**config.mk**
```make
export PLATFORM = sky130hd
export DESIGN_NAME = vreg_i2c_regbank
export DESIGN_NICKNAME = d
export VERILOG_FILES = /design/src/rtl/vreg_i2c_pkg.sv /design/src/rtl/i2c_line_sync.sv /design/src/rtl/i2c_target_fsm.sv /design/src/rtl/vreg_reg_store.sv /design/src/rtl/vreg_i2c_regbank.sv
export SDC_FILE = /design/constraint.sdc
export NUM_CORES = 1
export LEC_CHECK = 0
export CAP_MARGIN = 10
export CORE_MARGIN = 10
export CORE_UTILIZATION = 45
export DETAILED_ROUTE_END_ITERATION = 10
export PLACE_DENSITY = 0.67
export SLEW_MARGIN = 25
export SYNTH_ARGS = -nofsm -noshare
export SYNTH_HDL_FRONTEND = slang
export SYNTH_HIERARCHICAL = 1
export SYNTH_SLANG_ARGS = --single-unit
```
**constraint.sdc**
```tcl
create_clock -name clk -period 3.2 [get_ports clk]
set_clock_uncertainty 0.2 [all_clocks]
set_input_delay 0.64 -clock clk [delete_from_list [all_inputs] [get_ports clk]]
set_output_delay 0.64 -clock clk [all_outputs]
set_load 0.005 [all_outputs]
```
**src/rtl/vreg_i2c_pkg.sv**
```systemverilog
package vreg_i2c_pkg;

    localparam logic [7:0] RA_STATUS  = 8'h01;
    localparam logic [7:0] RA_SET_HI  = 8'h10;
    localparam logic [7:0] RA_SET_LO  = 8'h11;
    localparam logic [7:0] RA_OUTCTL  = 8'h12;
    localparam logic [7:0] RA_MODE    = 8'h14;
    localparam logic [7:0] RA_ILIM    = 8'h16;
    localparam logic [7:0] RA_FLAGS   = 8'h18;
    localparam logic [7:0] RA_BANK_HI = 8'h1C;
    localparam logic [7:0] RA_BANK_LO = 8'h1D;
    localparam logic [7:0] RA_LIMITS  = 8'h1E;

    typedef enum logic [3:0] {
        ST_IDLE, ST_DEVADDR, ST_DEV_ACK, ST_REGADDR, ST_REG_ACK,
        ST_WDATA, ST_WDATA_ACK, ST_RDATA, ST_RDATA_ACK, ST_SKIP
    } bus_state_t;

    // bits that may read back as 1 at each address
    function automatic logic [7:0] rd_mask(input logic [7:0] a);
        case (a)
            RA_STATUS:                     return 8'h81;
            RA_SET_HI, RA_SET_LO, RA_LIMITS: return 8'hFF;
            RA_OUTCTL:                     return 8'h10;
            RA_MODE, RA_ILIM:              return 8'hC0;
            RA_FLAGS:                      return 8'h92;
            RA_BANK_HI, RA_BANK_LO:        return 8'h03;
            default:                       return 8'h00;
        endcase
    endfunction

endpackage

```
**src/rtl/i2c_line_sync.sv**
```systemverilog
module i2c_line_sync #(
    parameter int STAGES = 2
) (
    input  logic clk,
    input  logic rst_n,
    input  logic scl_i,
    input  logic sda_i,
    output logic scl_rise,
    output logic scl_fall,
    output logic sda_s,
    output logic start_det,
    output logic stop_det
);
    localparam int NOW = STAGES - 1;

    logic [STAGES:0] scl_q;
    logic [STAGES:0] sda_q;

    always_ff @(posedge clk or negedge rst_n) begin
        if (!rst_n) begin
            scl_q <= '1;
            sda_q <= '1;
        end else begin
            scl_q <= {scl_q[STAGES-1:0], scl_i};
            sda_q <= {sda_q[STAGES-1:0], sda_i};
        end
    end

    always_comb begin
        scl_rise  =  scl_q[NOW] & ~scl_q[STAGES];
        scl_fall  = ~scl_q[NOW] &  scl_q[STAGES];
        sda_s     =  sda_q[NOW];
        start_det =  scl_q[NOW] & scl_q[STAGES] & ~sda_q[NOW] &  sda_q[STAGES];
        stop_det  =  scl_q[NOW] & scl_q[STAGES] &  sda_q[NOW] & ~sda_q[STAGES];
    end

endmodule

```
**src/rtl/i2c_target_fsm.sv**
```systemverilog
module i2c_target_fsm
    import vreg_i2c_pkg::*;
#(
    parameter logic [6:0] DEV_ADDR = 7'h1C
) (
    input  logic       clk,
    input  logic       rst_n,
    input  logic       scl_rise,
    input  logic       scl_fall,
    input  logic       sda_s,
    input  logic       start_det,
    input  logic       stop_det,
    input  logic [7:0] rd_data,
    output logic       sda_oe,
    output logic       wr_en,
    output logic [7:0] wr_addr,
    output logic [7:0] wr_data,
    output logic [7:0] rd_addr
);
    bus_state_t state, state_nx;
    logic [7:0] shreg;
    logic [3:0] cnt;
    logic [7:0] ptr;
    logic       mst_nack;
    logic       byte_done, rx_state, addr_hit;

    assign byte_done = (cnt == 4'd8);
    assign rx_state  = (state == ST_DEVADDR) || (state == ST_REGADDR) || (state == ST_WDATA);
    assign addr_hit  = (shreg[7:1] == DEV_ADDR);

    always_comb begin
        state_nx = state;
        if (stop_det) begin
            state_nx = ST_IDLE;
        end else if (start_det) begin
            state_nx = ST_DEVADDR;
        end else if (scl_fall) begin
            unique case (state)
                ST_DEVADDR:   if (byte_done) state_nx = addr_hit ? ST_DEV_ACK : ST_SKIP;
                ST_DEV_ACK:   state_nx = shreg[0] ? ST_RDATA : ST_REGADDR;
                ST_REGADDR:   if (byte_done) state_nx = ST_REG_ACK;
                ST_REG_ACK:   state_nx = ST_WDATA;
                ST_WDATA:     if (byte_done) state_nx = ST_WDATA_ACK;
                ST_WDATA_ACK: state_nx = ST_WDATA;
                ST_RDATA:     if (cnt == 4'd7) state_nx = ST_RDATA_ACK;
                ST_RDATA_ACK: state_nx = mst_nack ? ST_SKIP : ST_RDATA;
                default:      state_nx = state;
            endcase
        end
    end

    always_ff @(posedge clk or negedge rst_n) begin
        if (!rst_n) state <= ST_IDLE;
        else        state <= state_nx;
    end

    always_ff @(posedge clk or negedge rst_n) begin
        if (!rst_n) begin
            shreg    <= '0;
            cnt      <= '0;
            ptr      <= '0;
            mst_nack <= 1'b0;
        end else if (start_det || stop_det) begin
            cnt <= '0;
        end else if (scl_rise && rx_state && !byte_done) begin
            shreg <= {shreg[6:0], sda_s};
            cnt   <= cnt + 4'd1;
        end else if (scl_rise && state == ST_RDATA_ACK) begin
            mst_nack <= sda_s;
        end else if (scl_fall) begin
            unique case (state)
                ST_DEVADDR: if (byte_done) cnt <= '0;
                ST_REGADDR: if (byte_done) begin
                    cnt <= '0;
                    ptr <= shreg;
                end
                ST_WDATA: if (byte_done) begin
                    cnt <= '0;
                    ptr <= ptr + 8'd1;
                end
                ST_DEV_ACK: if (shreg[0]) begin
                    shreg <= rd_data;
                    cnt   <= '0;
                end
                ST_RDATA: begin
                    shreg <= {shreg[6:0], 1'b0};
                    if (cnt == 4'd7) begin
                        cnt <= '0;
                        ptr <= ptr + 8'd1;
                    end else begin
                        cnt <= cnt + 4'd1;
                    end
                end
                ST_RDATA_ACK: begin
                    shreg <= rd_data;
                    cnt   <= '0;
                end
                default: ;
            endcase
        end
    end

    always_comb begin
        sda_oe  = (state == ST_DEV_ACK) || (state == ST_REG_ACK) || (state == ST_WDATA_ACK)
                  || ((state == ST_RDATA) && !shreg[7]);
        wr_en   = (state == ST_WDATA) && scl_fall && byte_done && !start_det && !stop_det;
        wr_addr = ptr;
        wr_data = shreg;
        rd_addr = ptr;
    end

    AST_NOACK_MISMATCH: assert property (@(posedge clk) disable iff (!rst_n)
        (state == ST_DEVADDR && scl_fall && byte_done && shreg[7:1] != DEV_ADDR) |=> !sda_oe);
    AST_START_RELEASE: assert property (@(posedge clk) disable iff (!rst_n)
        start_det |=> !sda_oe && !wr_en);
    AST_STOP_RELEASE: assert property (@(posedge clk) disable iff (!rst_n)
        stop_det |=> !sda_oe);

endmodule

```
**src/rtl/vreg_reg_store.sv**
```systemverilog
module vreg_reg_store
    import vreg_i2c_pkg::*;
#(
    parameter logic [6:0] DEF_VSEL_HI = 7'h50,
    parameter logic [6:0] DEF_VSEL_LO = 7'h28
) (
    input  logic       clk,
    input  logic       rst_n,
    input  logic       wr_en,
    input  logic [7:0] wr_addr,
    input  logic [7:0] wr_data,
    input  logic [7:0] rd_addr,
    output logic [7:0] rd_data,
    input  logic       evt_ocp,
    input  logic       evt_scp,
    input  logic       evt_uvlo,
    input  logic       st_thermal,
    input  logic       st_pgood,
    output logic [7:0] set_hi_o,
    output logic [7:0] set_lo_o,
    output logic [1:0] mode_o,
    output logic       discharge_o,
    output logic [1:0] ipeak_o,
    output logic [1:0] bank_hi_o,
    output logic [1:0] bank_lo_o,
    output logic [7:0] limits_o
);
    logic [7:0] set_hi, set_lo, limits;
    logic [1:0] mode, ilim, bank_hi, bank_lo;
    logic       dis_en;
    logic       ocp_f, scp_f, uvlo_f;
    logic       flag_wr;

    assign flag_wr = wr_en && (wr_addr == RA_FLAGS);

    always_ff @(posedge clk or negedge rst_n) begin
        if (!rst_n) begin
            set_hi  <= {1'b1, DEF_VSEL_HI};
            set_lo  <= {1'b1, DEF_VSEL_LO};
            dis_en  <= 1'b1;
            mode    <= 2'b11;
            ilim    <= 2'b11;
            bank_hi <= 2'b10;
            bank_lo <= 2'b01;
            limits  <= 8'hF0;
        end else if (wr_en) begin
            case (wr_addr)
                RA_SET_HI:  set_hi  <= wr_data;
                RA_SET_LO:  set_lo  <= wr_data;
                RA_OUTCTL:  dis_en  <= wr_data[4];
                RA_MODE:    mode    <= wr_data[7:6];
                RA_ILIM:    ilim    <= wr_data[7:6];
                RA_BANK_HI: bank_hi <= wr_data[1:0];
                RA_BANK_LO: bank_lo <= wr_data[1:0];
                RA_LIMITS:  limits  <= wr_data;
                default: ;
            endcase
        end
    end

    // event pulse wins over a clearing write in the same cycle
    always_ff @(posedge clk or negedge rst_n) begin
        if (!rst_n) begin
            ocp_f  <= 1'b0;
            scp_f  <= 1'b0;
            uvlo_f <= 1'b0;
        end else begin
            ocp_f  <= evt_ocp  | (ocp_f  & ~(flag_wr & ~wr_data[7]));
            scp_f  <= evt_scp  | (scp_f  & ~(flag_wr & ~wr_data[4]));
            uvlo_f <= evt_uvlo | (uvlo_f & ~(flag_wr & ~wr_data[1]));
        end
    end

    always_comb begin
        case (rd_addr)
            RA_STATUS:  rd_data = {st_thermal, 6'b0, st_pgood};
            RA_SET_HI:  rd_data = set_hi;
            RA_SET_LO:  rd_data = set_lo;
            RA_OUTCTL:  rd_data = {3'b0, dis_en, 4'b0};
            RA_MODE:    rd_data = {mode, 6'b0};
            RA_ILIM:    rd_data = {ilim, 6'b0};
            RA_FLAGS:   rd_data = {ocp_f, 2'b0, scp_f, 2'b0, uvlo_f, 1'b0};
            RA_BANK_HI: rd_data = {6'b0, bank_hi};
            RA_BANK_LO: rd_data = {6'b0, bank_lo};
            RA_LIMITS:  rd_data = limits;
            default:    rd_data = 8'h00;
        endcase
        set_hi_o    = set_hi;
        set_lo_o    = set_lo;
        mode_o      = mode;
        discharge_o = dis_en;
        ipeak_o     = ilim;
        bank_hi_o   = bank_hi;
        bank_lo_o   = bank_lo;
        limits_o    = limits;
    end

    AST_FLAG_SET: assert property (@(posedge clk) disable iff (!rst_n)
        evt_ocp |=> ocp_f);
    AST_FLAG_HOLD: assert property (@(posedge clk) disable iff (!rst_n)
        (scp_f && !flag_wr) |=> scp_f);
    AST_CFG_QUIET: assert property (@(posedge clk) disable iff (!rst_n)
        !wr_en |=> $stable(ilim) && $stable(set_hi) && $stable(limits));
    AST_RSVD_ZERO: assert property (@(posedge clk) disable iff (!rst_n)
        (rd_data & ~rd_mask(rd_addr)) == 8'h00);

endmodule

```
**src/rtl/vreg_i2c_regbank.sv**
```systemverilog
module vreg_i2c_regbank #(
    parameter logic [6:0] DEV_ADDR    = 7'h1C,
    parameter int         SYNC_STAGES = 2,
    parameter logic [6:0] DEF_VSEL_HI = 7'h50,
    parameter logic [6:0] DEF_VSEL_LO = 7'h28
) (
    input  logic       clk,
    input  logic       rst_n,
    input  logic       scl_i,
    input  logic       sda_i,
    output logic       sda_oe,
    input  logic       evt_ocp,
    input  logic       evt_scp,
    input  logic       evt_uvlo,
    input  logic       st_thermal,
    input  logic       st_pgood,
    output logic       cfg_en_hi,
    output logic [6:0] cfg_vsel_hi,
    output logic       cfg_en_lo,
    output logic [6:0] cfg_vsel_lo,
    output logic       cfg_fpwm_lo,
    output logic       cfg_fpwm_hi,
    output logic       cfg_discharge,
    output logic [1:0] cfg_ipeak,
    output logic [1:0] cfg_bank_hi,
    output logic [1:0] cfg_bank_lo,
    output logic [3:0] cfg_vmax,
    output logic [3:0] cfg_vmin
);
    logic       scl_rise, scl_fall, sda_s, start_det, stop_det;
    logic       wr_en;
    logic [7:0] wr_addr, wr_data, rd_addr, rd_data;
    logic [7:0] set_hi, set_lo, limits;
    logic [1:0] mode;

    i2c_line_sync #(.STAGES(SYNC_STAGES)) u_sync (
        .clk(clk), .rst_n(rst_n), .scl_i(scl_i), .sda_i(sda_i),
        .scl_rise(scl_rise), .scl_fall(scl_fall), .sda_s(sda_s),
        .start_det(start_det), .stop_det(stop_det)
    );

    i2c_target_fsm #(.DEV_ADDR(DEV_ADDR)) u_fsm (
        .clk(clk), .rst_n(rst_n), .scl_rise(scl_rise), .scl_fall(scl_fall),
        .sda_s(sda_s), .start_det(start_det), .stop_det(stop_det),
        .rd_data(rd_data), .sda_oe(sda_oe), .wr_en(wr_en),
        .wr_addr(wr_addr), .wr_data(wr_data), .rd_addr(rd_addr)
    );

    vreg_reg_store #(.DEF_VSEL_HI(DEF_VSEL_HI), .DEF_VSEL_LO(DEF_VSEL_LO)) u_store (
        .clk(clk), .rst_n(rst_n), .wr_en(wr_en), .wr_addr(wr_addr),
        .wr_data(wr_data), .rd_addr(rd_addr), .rd_data(rd_data),
        .evt_ocp(evt_ocp), .evt_scp(evt_scp), .evt_uvlo(evt_uvlo),
        .st_thermal(st_thermal), .st_pgood(st_pgood),
        .set_hi_o(set_hi), .set_lo_o(set_lo), .mode_o(mode),
        .discharge_o(cfg_discharge), .ipeak_o(cfg_ipeak),
        .bank_hi_o(cfg_bank_hi), .bank_lo_o(cfg_bank_lo), .limits_o(limits)
    );

    assign cfg_en_hi   = set_hi[7];
    assign cfg_vsel_hi = set_hi[6:0];
    assign cfg_en_lo   = set_lo[7];
    assign cfg_vsel_lo = set_lo[6:0];
    assign cfg_fpwm_lo = mode[1];
    assign cfg_fpwm_hi = mode[0];
    assign cfg_vmax    = limits[7:4];
    assign cfg_vmin    = limits[3:0];

endmodule

```
* Word level (Yosys, flattened, before mapping)
Cells that the tools add are included.
** Word-level totals
- Input bits :: 9
- Latch bits :: 0
- RAM bits :: 0
- Memory bits (read-only) :: 0
- Memories :: 0
- Output and inout port bits :: 34
- Word-level logic and storage cells :: 154
- Bits in registers :: 67
** Operators by class
- Muxes and demuxes :: 29
- Equal/unequal tests :: 33
- Magnitude comparators :: 0
- Add/sub/neg operators :: 2
- Bitwise gates (word level) :: 29
- Multipliers :: 0
- Shift-type cells :: 0
- Divide/modulo/power cells :: 0
- Reduce and logical (&&, ||, !) cells :: 42
** Operator list (number)
- 8-bit one-hot mux with 10 select lines :: 1
- 8-bit by 5-bit equality test with 1-bit output (second input constant) :: 9
- 4-bit 2-to-1 mux :: 16
- 8-bit 2-to-1 mux :: 7
- 8-bit one-hot mux with 3 select lines :: 2
- 4-bit one-hot mux with 7 select lines :: 1
- 4-bit by 1-bit inequality test with 1-bit output (second input constant) :: 6
- 4-bit by 3-bit equality test with 1-bit output (second input constant) :: 5
- 4-bit one-hot mux with 4 select lines :: 1
- 2-bit AND reduction :: 8
- 1-bit AND :: 13
- 1-bit NOT :: 13
- 5-bit AND reduction :: 2
- 1-bit logical AND :: 9
- 3-bit nonzero test :: 3
- 9-bit nonzero test :: 1
- 8-bit by 1-bit adder with 8-bit output (second input constant) :: 1
- 4-bit by 2-bit equality test with 1-bit output (second input constant) :: 2
- 4-bit equality test (second input constant) :: 2
- 8-bit by 1-bit equality test with 1-bit output (second input constant) :: 1
- 2-bit by 1-bit inequality test with 1-bit output (second input constant) :: 4
- 8-bit AND reduction :: 1
- 7-bit by 5-bit equality test with 1-bit output (second input constant) :: 1
- 1-bit logical OR :: 6
- 14 further kinds :: 20

* Longest topological paths before layout
Gate-level depths: netlist of the first run.
- Depth after elaboration :: 11
- Depth in mapped cells :: 11
- Depth with buffers taken out :: 9

* Hierarchy
Netlist of the first run, hierarchy kept.
** Modules (own cells, without submodules)
- vreg_reg_store :: cells an instance 155, sequential area each 922.1 µm², times used 1, area each 1914.3 µm²
- i2c_target_fsm :: cells an instance 219, sequential area each 625.6 µm², times used 1, area each 1879.3 µm²
- i2c_line_sync :: cells an instance 10, sequential area each 157.7 µm², times used 1, area each 190.2 µm²

* Worst setup path after synthesis of the first run
No wires, ideal clock.
- Path type :: register to register
- Start :: register u_sync.sda_q[1]
- End :: register u_store.limits[0] (netlist: u_store/limits_o[0])
- Arrival :: 2.692 ns
- Clock period less this slack :: 3.016 ns
- Library setup time :: 0.125 ns
- Setup slack :: 0.184 ns
- Buffers on the path :: 1
- Cell stages (with the launch flop) :: 10
- Cell sequence :: dfstp_2 -> and4b_1 -> nor2_1 -> nand3_1 -> nor3_1 -> or3b_4 -> nor4b_4 -> and3_1 -> buf_4 -> mux2_2
** On the way
- Word-level cells in the longest chain between the ends :: 7
- Elaborated cells between the ends (all ways) :: 10
- Classes of those cells :: bitwise: 5; reduce/logical: 5
** RTL lines
- start: declaration :: RTL line i2c_line_sync.sv:17 : logic [STAGES:0] sda_q;
- start signal: assignment :: RTL line i2c_line_sync.sv:25 : sda_q <= {sda_q[STAGES-1:0], sda_i};
- 1-bit NOT :: RTL line i2c_line_sync.sv:33 : start_det = scl_q[NOW] & scl_q[STAGES] & ~sda_q[NOW] & sda_q[STAGES];
- 1-bit AND (2 in a row) :: RTL line i2c_line_sync.sv:33
- named net start_det :: RTL line vreg_i2c_regbank.sv:30 : logic scl_rise, scl_fall, sda_s, start_det, stop_det;
- 1-bit zero test :: RTL line i2c_target_fsm.sv:106 : wr_en = (state == ST_WDATA) && scl_fall && byte_done && !start_det && !stop_det;
- 1-bit logical AND (2 in a row) :: RTL line i2c_target_fsm.sv:106
- named net wr_en :: RTL line vreg_i2c_regbank.sv:31 : logic wr_en;
- 2-bit AND reduction (no source line)
- end signal: assignment :: RTL line vreg_reg_store.sv:55 : RA_LIMITS: limits <= wr_data;
- end: declaration :: RTL line vreg_reg_store.sv:28 : logic [7:0] set_hi, set_lo, limits;
The timed path passes the listed nets, and every way through them passes these cells.
A chain may end at the register's enable or synchronous reset.

* Worst setup path after layout of the first run
- Start :: register u_sync.sda_q[1]
- End :: register u_store.set_lo[6] (netlist: u_store/set_lo_o[6])
** On the way
- Word-level cells in the longest chain between the ends :: 7
- Elaborated cells between the ends (all ways) :: 10
- Classes of those cells :: bitwise: 5; reduce/logical: 5
** RTL lines
- 1-bit NOT :: RTL line i2c_line_sync.sv:33
- 1-bit AND (2 in a row) :: RTL line i2c_line_sync.sv:33
- named net start_det :: RTL line vreg_i2c_regbank.sv:30
- 1-bit zero test :: RTL line i2c_target_fsm.sv:106
- 1-bit logical AND (2 in a row) :: RTL line i2c_target_fsm.sv:106
- named net wr_en :: RTL line vreg_i2c_regbank.sv:31
- 2-bit AND reduction (no source line)
- end signal: assignment :: RTL line vreg_reg_store.sv:39 : set_lo <= {1'b1, DEF_VSEL_LO};
- end signal: assignment :: RTL line vreg_reg_store.sv:49 : RA_SET_LO: set_lo <= wr_data;
- end: declaration :: RTL line vreg_reg_store.sv:28
The timed path passes the listed nets, and every way through them passes these cells.

==> results of run 1 <==
## worst reg2reg max path: cells and delay by family (launching register included)
kind	cells	cell delay (ns)
buffers and inverters	1	0.19
multiplexers	1	0.36
flip-flops	1	0.57
AND/OR/NAND/NOR	7	1.63
## synth_stat cells, types with 5 or more instances
cell / n / area share [%]
clkbuf_1: 11 / 1.0
dfrtp_1: 44 / 28
nor3_1: 14 / 1.8
dfstp_2: 23 / 15
and3_1: 5 / 0.79
nand3b_1: 6 / 1.1
o21ai_0: 13 / 1.6
mux2_2: 43 / 12
inv_1: 11 / 1.0
a21oi_1: 20 / 2.5
buf_4: 9 / 1.7
nor2b_1: 9 / 1.4
nand2_1: 27 / 2.5
nand3_1: 18 / 2.3
nor2_1: 17 / 1.6
a22o_1: 7 / 1.5
buf_2: 5 / 0.63
o22ai_1: 5 / 0.79
mux2i_1: 8 / 2.0
## power by group
group	total (µW)	switching [µW]	leakage, µW	internal (µW)
clock	720	355	0.000104	365
combinational	695	425	0.000969	270
sequential	978	80.0	0.000832	898
total	2390	860	0.00190	1530
## timing repair
item | in CTS | in global routing
setup endpoints to repair | 0 | 20
gates resized for setup | 0 | 3
setup buffers | 0 | 2
## sequential cells by signal, indices dropped and copies added, names as in the netlist
register	count
u_fsm/mst_nack	1
u_store/scp_f	1
u_fsm/wr_data	8
u_store/set_lo_o	8
u_fsm/rd_addr	8
u_store/set_hi_o	8
u_sync/sda_q	3
u_fsm/cnt	4
u_store/discharge_o	1
u_store/mode_o	2
u_fsm/state	4
u_store/uvlo_f	1
u_store/limits_o	8
u_sync/scl_q	3
u_store/ocp_f	1
u_store/bank_hi_o	2
u_store/ipeak_o	2
u_store/bank_lo_o	2
## worst max-delay path by stage
| stage | startpoint | to | slack [ns] |
|---|---|---|---|
| after detailed placement | u_sync/sda_q[1] | u_store/limits_o[2] | 0.07 |
| after global routing | u_sync/sda_q[1] | u_store/set_lo_o[6] | 0.05 |
| after floorplan | u_sync/sda_q[1] | u_store/limits_o[0] | 0.18 |
| final | u_sync/sda_q[1] | u_store/set_lo_o[6] | 0.16 |
| after global placement | u_sync/sda_q[1] | u_store/limits_o[0] | 0.17 |
| after CTS | u_sync/sda_q[1] | u_store/limits_o[3] | 0.05 |
## routing by layer
layer	global-route usage, %	up-vias	share of wire, %
li1	-	1509	-
met1	22.5	1611	45
met2	23.7	123	46
met3	3.46	21	6.7
met4	6.43	0	2.0
met5	0	-	0
## area by class of cell
type | instances | area, µm²
clock buffer | 9 | 124
clock inverter | 7 | 75.1
fill | 789 | 3970
inverter | 11 | 41.3
multi-input combinational | 275 | 2070
sequential | 67 | 1710
tap | 108 | 135
timing repair buffer | 60 | 563
## metrics by stage
stage / cell area, µm² / util, % / worst slack, ns / std cells / hold WS [ns]
2_1_floorplan: 3980 / - / 0.184 / 384 / 0.144
4_1_cts: 4680 / 54.0 / 0.0461 / 535 / 0.158
3_3_place_gp: 4490 / 51.7 / 0.172 / 519 / 0.147
6_report: 4710 / 54.3 / 0.159 / 537 / 0.145
5_1_grt: 4710 / 54.3 / 0.0454 / 537 / 0.165
3_5_place_dp: 4490 / 51.7 / 0.0664 / 519 / 0.147
## kinds of logic after synthesis
kind of cell	after synthesis
fa+ha+maj	3
simple gates	138
buf+inv	42
flops	67
xor+xnor	1
mux	52
compound gates	81
==> reports/metrics.cfg, run 1 <==
[status]
status=complete, no violations

[logic_synthesis]
syn_area_um2=3980
synth_mux_area_share_pct=14.4
synthAdderAreaFrac_pct=0.942
synth_fp_nets=396
synth_top_family_by_area=simple AND/OR/NAND/NOR gates
ys_seq_area_share_pct=42.8
synthCells=384
synth-warning-count=6
synth_flop_cell=dfrtp_1
yosys.area_share.simple_pct=21.4
synth_compound_area_share_pct=14.6
synth.avg_cell_area_um2=10.4
ys_async_sr_fraction_pct=100
synth_edf_count=0
synth.distinct_cells=65
synth-xor-area-share_pct=0.220
synth-seq-cells=67

[clock_network]
cts_max_path_buffers=2
htree_num_levels=3
clock_sinks=67
insertion_delay_ns=0.34
clk_pin_slew_worst_paths_ns=0.09
cts_root_buffer=clkbuf_8
cts_tree=built
cts-buffers-inserted=9
cts_hold_buf=0

[power_and_ir_drop]
powerDensity_nw_per_um2=508
leakagePower_uw=0.00190
ir_worst_vdd_mv=0.345
power_uw=2390

[drt]
wirelength_um=10400
drtIter0Drc=238
drt_pass1_iterations=5
wire_per_inst_um=19.5
viasPerCell=6.08
drc_errors=0
antenna_left=0
via_count=3264

[floorplan]
die_h_um=114
start_util_pct=45.9
dieArea_um2=13000
design.core.area_um2=8680
rows=34
ios=43
die_x_um=114

[timing]
rsz0062_at_grt=no
hold_viol_final=0
setup_tns_ns=0
final-max-slew-violation-count=0
final.period_utilization_pct=95.0
relSlewSlack_pct=44.6
setup_violations=0
period_minus_slack_ns=3.04
worst_pin_slew_ns=0.831
fmax_mhz=329

[global_routing]
grt_max_degree=37
grt_pass1_vias=3192
overflow=0
grt_util_all_layers_pct=16.1
grt_pass1_wl_um=17100
antenna_found_initial=0

[run]
max_cap_violations=0

[critical_path]
critical_path_required_ns=3.23
r2r_start=u_sync/sda_q[1]
crit_chain=and4b_1 -> nor2_1 -> nand3_1 -> nor3_2 -> or3b_4 -> nor3_1 -> and3_1 -> buf_4 -> mux2_2
rr_worst_depth=9
path_delay_family=simple AND/OR/NAND/NOR gates
cp-end-kind=flip-flop
critical_path_arrival_ns=3.08
cp_slowest_cell=dfstp_2
max_stage_delay_ns=0.57
r2r_end=u_store/set_lo_o[6]
crit_type=flip-flop to flip-flop
worst-path-stages=9
critPathLaunchType=flip-flop
critPathBufInv=1
rrSetupSlack_ns=0.16
path_max_fanout=8

[placed_design]
hpwl_um=7440
routabilityCongestion=0.865
port_buffers=42

[layout]
final_cell_mix=44 x dfrtp_1, 43 x mux2_2, 41 x clkdlybuf4s50_1
layout-area-overhead-vs-synth_pct=18.2
drive_gt1_share_pct=28.2
final_common_cell=dfrtp_1
num_antenna_cells=0
nets=436

[worst_hold_path]
hold_path_class=primary input to asynchronous set/reset pin

(Power assumes the default switching activity.)
==> run 2, diff against run 1 <==
--- a/config.mk
+++ b/config.mk
@@ -9,6 +9,7 @@
 export CORE_MARGIN = 10
 export CORE_UTILIZATION = 45
 export DETAILED_ROUTE_END_ITERATION = 10
+export GPL_TIMING_DRIVEN = 0
 export PLACE_DENSITY = 0.67
 export SLEW_MARGIN = 25
 export SYNTH_ARGS = -nofsm -noshare
==> reports/metrics.cfg, run 2 (synthesis results as in run 1) <==
[power_and_ir_drop]
p_clk_share_pct=29.8  ; -0.3 points
switchingPower_uw=872  ; +1.4%
netSwitchingFraction_pct=35.6  ; -0.32 points
powerDensity_nw_per_um2=509  ; +0.15%
p_int_uw=1580  ; +2.8%
power_uw=2450  ; +2.3%
p_seq_share_pct=39.4  ; -1.5 points
combPwrFrac_pct=30.7  ; +1.7 points
ir_worst_vdd_mv=0.273  ; -21%
leakagePower_uw=0.00195  ; +2.6%

[floorplan]
dieArea_um2=13000  ; unchanged
die_x_um=114  ; unchanged
rows=34  ; unchanged
start_util_pct=45.9  ; unchanged
design.core.area_um2=8680  ; unchanged
die_h_um=114  ; unchanged
ios=43  ; unchanged

[run]
max_cap_violations=0  ; unchanged

[timing]
hold_viol_final=0  ; unchanged
fin_ws_ns=0.109  ; -0.0492 ns
final-max-slew-violation-count=0  ; unchanged
relSlewSlack_pct=50.1  ; +5.5 points
period_minus_slack_ns=3.09  ; +0.0492 ns
final.period_utilization_pct=96.6  ; +1.5 points
fmax_mhz=324  ; -1.6%
setup_violations=0  ; unchanged
worst_pin_slew_ns=0.748  ; -0.0826 ns

[layout]
final_cell_mix=44 x dfrtp_1, 43 x mux2_2, 41 x clkdlybuf4s50_1
drive_gt1_share_pct=28.6  ; +0.43 points
final_common_cell=dfrtp_1
layout-area-overhead-vs-synth_pct=20.7
nets=454  ; +4.1%
fin_util_pct=55.4  ; +1.2 points
num_antenna_cells=0  ; unchanged

[clock_network]
clock_sinks=67  ; unchanged
cts-buffers-inserted=9  ; unchanged
cts_hold_buf=0  ; unchanged
htree_num_levels=3  ; unchanged
cts_tree=built
cts_root_buffer=clkbuf_8
clk_pin_slew_worst_paths_ns=0.07  ; -0.02 ns
insertion_delay_ns=0.35  ; about the same
cts_max_path_buffers=2  ; unchanged

[placed_design]
dp_slack_ns=-0.379  ; -0.446 ns
routabilityCongestion=0.909  ; +5.1%
hpwl_um=7570  ; +1.8%
port_buffers=42  ; unchanged

[status]
status=complete, no violations

[critical_path]
path_max_fanout=8  ; unchanged
critical_path_arrival_ns=3.13  ; +0.05 ns
rrSetupSlack_ns=0.11  ; -0.05 ns
crit_type=flip-flop to flip-flop
critPathLaunchType=flip-flop
critical_path_required_ns=3.24  ; about the same
cp-end-kind=flip-flop

[global_routing]
overflow=0  ; unchanged
antenna_found_initial=0  ; unchanged
grt_util_all_layers_pct=16.4  ; +0.32 points
grt_pass1_wl_um=17300  ; +1.3%
grt_max_degree=38  ; +2.7%
grt_pass1_vias=3248  ; +1.8%

[drt]
via_count=3248  ; -0.49%
drc_errors=0  ; unchanged
wire_per_inst_um=18.9  ; -2.7%
drt_pass1_iterations=5  ; unchanged
drtIter0Drc=182  ; -24%
antenna_left=0  ; unchanged
wirelength_um=10500  ; +0.60%
viasPerCell=5.85  ; -3.7%

[worst_hold_path]
hold_path_class=primary input to asynchronous set/reset pin

run 2: final timing paths:
check,start,end,cells after the start
max in group asynchronous,rst_n,u_store/ipeak_o[0],2
min reg2reg,u_sync/sda_q[0],u_sync/sda_q[1],0
max reg2reg,u_sync/sda_q[1],u_store/limits_o[3],9
min,rst_n,u_fsm/mst_nack,1
min in group clk,u_sync/sda_q[0],u_sync/sda_q[1],0
max,u_sync/sda_q[1],u_store/limits_o[3],9
run 2: timing repair:
action,in CTS,in global routing
setup endpoints to repair,36,23
resized for setup,2,3
buffers inserted,1,3
cloned,0,0
pin swaps,1,1
run 2: power by group through the flow:
stage | combinational, µW | sequential, µW | clock [µW]
after CTS | 727 | 964 | 748
after global placement | 711 | 976 | 0
after detailed placement | 723 | 978 | 0
final | 753 | 966 | 730
after floorplan | 558 | 954 | 0
after global routing | 831 | 974 | 789
run 2: stage by stage:
| stage | cells | setup TNS [ns] | hold slack [ns] | instance area (µm²) |
|---|---|---|---|---|
| floorplan | 384 | 0 | 0.144 | 3980 |
| global placement | 534 | -57.76 | 0.147 | 4540 |
| detailed placement | 535 | -9.21 | 0.154 | 4560 |
| CTS | 552 | 0 | 0.0285 | 4770 |
| global route | 555 | -0.00882 | 0.0521 | 4810 |
| finish | 555 | 0 | 0.0267 | 4810 |
run 2: critical path, cell delays in order, from the launching register on:
cell and delay (ns):
dfstp_2 0.57, and4b_1 0.26, nor2_4 0.12, nand3_1 0.12, nor3_2 0.19, or3b_4 0.45
nor4b_4 0.34, and3_4 0.23, buf_6 0.14, mux2_2 0.34
run 2: per-layer routing:
metal | vias to the layer above | routed length (µm) | track usage, %
met5 | - | 0 | 0
met4 | 0 | 275 | 8.19
met3 | 26 | 510 | 2.94
met2 | 95 | 4780 | 24.0
met1 | 1587 | 4950 | 22.8
li1 | 1540 | - | -
run 2: cell type report:
| cell class | instances | area (µm²) |
|---|---|---|
| Clock inverter | 6 | 63.8 |
| Inverter | 11 | 41.3 |
| Buffer | 31 | 185 |
| Clock buffer | 10 | 138 |
| Fill cell | 791 | 3870 |
| Tap cell | 108 | 135 |
| Timing Repair Buffer | 47 | 468 |
| Sequential cell | 67 | 1710 |
| Multi-Input combinational cell | 275 | 2070 |
==> run 3, diff against run 2 <==
--- a/config.mk
+++ b/config.mk
@@ -6,12 +6,13 @@
 export NUM_CORES = 1
 export LEC_CHECK = 0
 export CAP_MARGIN = 10
+export CORE_ASPECT_RATIO = 1.1
 export CORE_MARGIN = 10
 export CORE_UTILIZATION = 45
 export DETAILED_ROUTE_END_ITERATION = 10
 export GPL_TIMING_DRIVEN = 0
 export PLACE_DENSITY = 0.67
-export SLEW_MARGIN = 25
+export SLEW_MARGIN = 10
 export SYNTH_ARGS = -nofsm -noshare
 export SYNTH_HDL_FRONTEND = slang
 export SYNTH_HIERARCHICAL = 1
==> reports/metrics.cfg, run 3 (synthesis results as in run 1) <==
[status]
status=complete, no violations

[worst_hold_path]
holdPathEnd=u_sync/sda_q[1]
hold_path_class=flip-flop to flip-flop
min_from=u_sync/sda_q[0]
min_delay_path_depth=0

[timing]
final.period_utilization_pct=97.1  ; +0.53 points
final-max-slew-violation-count=0  ; unchanged
fin_ws_ns=0.0926  ; -0.0169 ns
relSlewSlack_pct=53.7  ; +3.6 points
rsz0062_at_grt=no
fmax_mhz=322  ; -0.54%
period_minus_slack_ns=3.11  ; +0.0169 ns
hold_viol_final=0  ; unchanged
setup_violations=0  ; unchanged
worst_pin_slew_ns=0.694  ; -0.0542 ns

[drt]
via_count=3308  ; +1.8%
wirelength_um=10600  ; +0.68%
wire_per_inst_um=19.0  ; +0.50%
antenna_left=0  ; unchanged
drtIter0Drc=278  ; +53%
drt_pass1_iterations=5  ; unchanged
viasPerCell=5.95  ; +1.7%
drc_errors=0  ; unchanged

[critical_path]
path_max_fanout=8  ; unchanged
crit_type=flip-flop to flip-flop
rrSetupSlack_ns=0.09  ; -0.02 ns
critPathLaunchType=flip-flop
critical_path_arrival_ns=3.14  ; about the same
r2r_end=u_store/limits_o[2]
rr_worst_depth=9  ; unchanged
critical_path_required_ns=3.23  ; about the same
cp-end-kind=flip-flop
r2r_start=u_sync/sda_q[1]

[floorplan]
design.core.area_um2=8500  ; -2.1%
rows=35  ; +2.9%
die_x_um=110  ; -3.8%
ios=43  ; unchanged
start_util_pct=46.9  ; +0.99 points
die_h_um=119  ; +4.0%
dieArea_um2=13000  ; about the same

[placed_design]
dp_slack_ns=-0.327  ; +0.0525 ns
port_buffers=42  ; unchanged
hpwl_um=7540  ; -0.46%
placed_cells=538  ; +0.56%
routabilityCongestion=0.925  ; +1.7%

[power_and_ir_drop]
powerDensity_nw_per_um2=508  ; -0.31%
power_uw=2440  ; -0.55%
netSwitchingFraction_pct=35.5  ; -0.058 points
switchingPower_uw=866  ; -0.71%
p_seq_share_pct=39.5  ; about the same
leakagePower_uw=0.00195  ; -0.23%
p_int_uw=1570  ; -0.46%
ir_worst_vdd_mv=0.290  ; +6.2%
p_clk_share_pct=29.9  ; about the same
combPwrFrac_pct=30.5  ; -0.2 points

[clock_network]
insertion_delay_ns=0.35  ; about the same
clk_pin_slew_worst_paths_ns=0.08  ; about the same
cts-buffers-inserted=9  ; unchanged
htree_num_levels=3  ; unchanged
cts_tree=built
clock_sinks=67  ; unchanged
cts_root_buffer=clkbuf_8
cts_max_path_buffers=2  ; unchanged

[layout]
final_cells=556  ; +0.18%
nets=452  ; -0.44%
fill_cells=778  ; -1.6%
layout-area-overhead-vs-synth_pct=20.4
num_antenna_cells=0  ; unchanged
final_cell_mix=44 x dfrtp_1, 43 x mux2_2, 41 x clkdlybuf4s50_1
final_common_cell=dfrtp_1
drive_gt1_share_pct=27.6  ; -0.99 points

[global_routing]
overflow=0  ; unchanged
grt_pass1_wl_um=17100  ; -0.84%
grt_pass1_vias=3182  ; -2.0%
grt_util_all_layers_pct=16.3  ; -0.095 points
grt_max_degree=56  ; +47%
antenna_found_initial=0  ; unchanged

[run]
max_cap_violations=0  ; unchanged

## run 3: cell type report
class | instances | area [µm²] | share of cell area (%)
Sequential cell | 67 | 1710 | 35.5
Clock inverter | 6 | 65.1 | 1.36
Timing Repair Buffer | 45 | 463 | 9.65
Buffer | 31 | 184 | 3.83
Clock buffer | 10 | 138 | 2.87
Multi-Input combinational cell | 275 | 2060 | 43.0
Inverter | 11 | 41.3 | 0.860
Tap cell | 111 | 139 | 2.89
## run 3: power groups by stage
stage	Clock, µW	Combinational [µW]	Sequential, µW
after floorplan	0	558	954
after global placement	0	711	976
after detailed placement	0	728	976
after CTS	745	734	962
after global routing	781	814	971
final	729	743	963
## run 3: worst max path at each step
stage / from / to / cells after the start
2_1_floorplan: u_sync/sda_q[1] / u_store/limits_o[0] / 9
3_3_place_gp: rst_n / u_store/set_lo_o[4] / 1
3_5_place_dp: u_sync/sda_q[1] / u_store/set_lo_o[4] / 9
4_1_cts: u_sync/sda_q[1] / u_store/limits_o[3] / 9
5_1_grt: u_fsm/cnt[0] / u_store/set_hi_o[0] / 10
6_report: u_sync/sda_q[1] / u_store/limits_o[2] / 9
## run 3: layer usage
layer | vias to the layer above | GRT usage, % | part of all wire [%]
li1 | 1530 | - | -
met1 | 1681 | 23.1 | 45
met2 | 84 | 24.1 | 48
met3 | 13 | 3.15 | 5.0
met4 | 0 | 5.54 | 1.4
met5 | - | 0 | 0
## run 3: critical path: stages (launching register included)
cell and delay, ns:
dfstp_2 0.59, and4b_1 0.27, nor2_4 0.12, nand3_1 0.08
nor3_1 0.24, or3b_4 0.46, nor4b_4 0.30, and3_1 0.19
buf_4 0.18, mux2_2 0.34
## run 3: timing repair
action	in CTS	in global routing
gates resized for setup	3	0
setup endpoints to repair	32	0
hold buffers	1	0
endpoints found under the hold margin	6	0
buffers inserted	1	0
## run 3: stage by stage
stage               cell area [µm²]  hold slack [ns]  util, %  setup TNS (ns)
finish                         4800            0.151     56.5               0
global route                   4800            0.158     56.5               0
CTS                            4800            0.153     56.5               0
detailed placement             4570            0.147     53.8           -7.28
global placement               4540            0.148     53.5          -56.06
floorplan                      3980            0.144        -               0
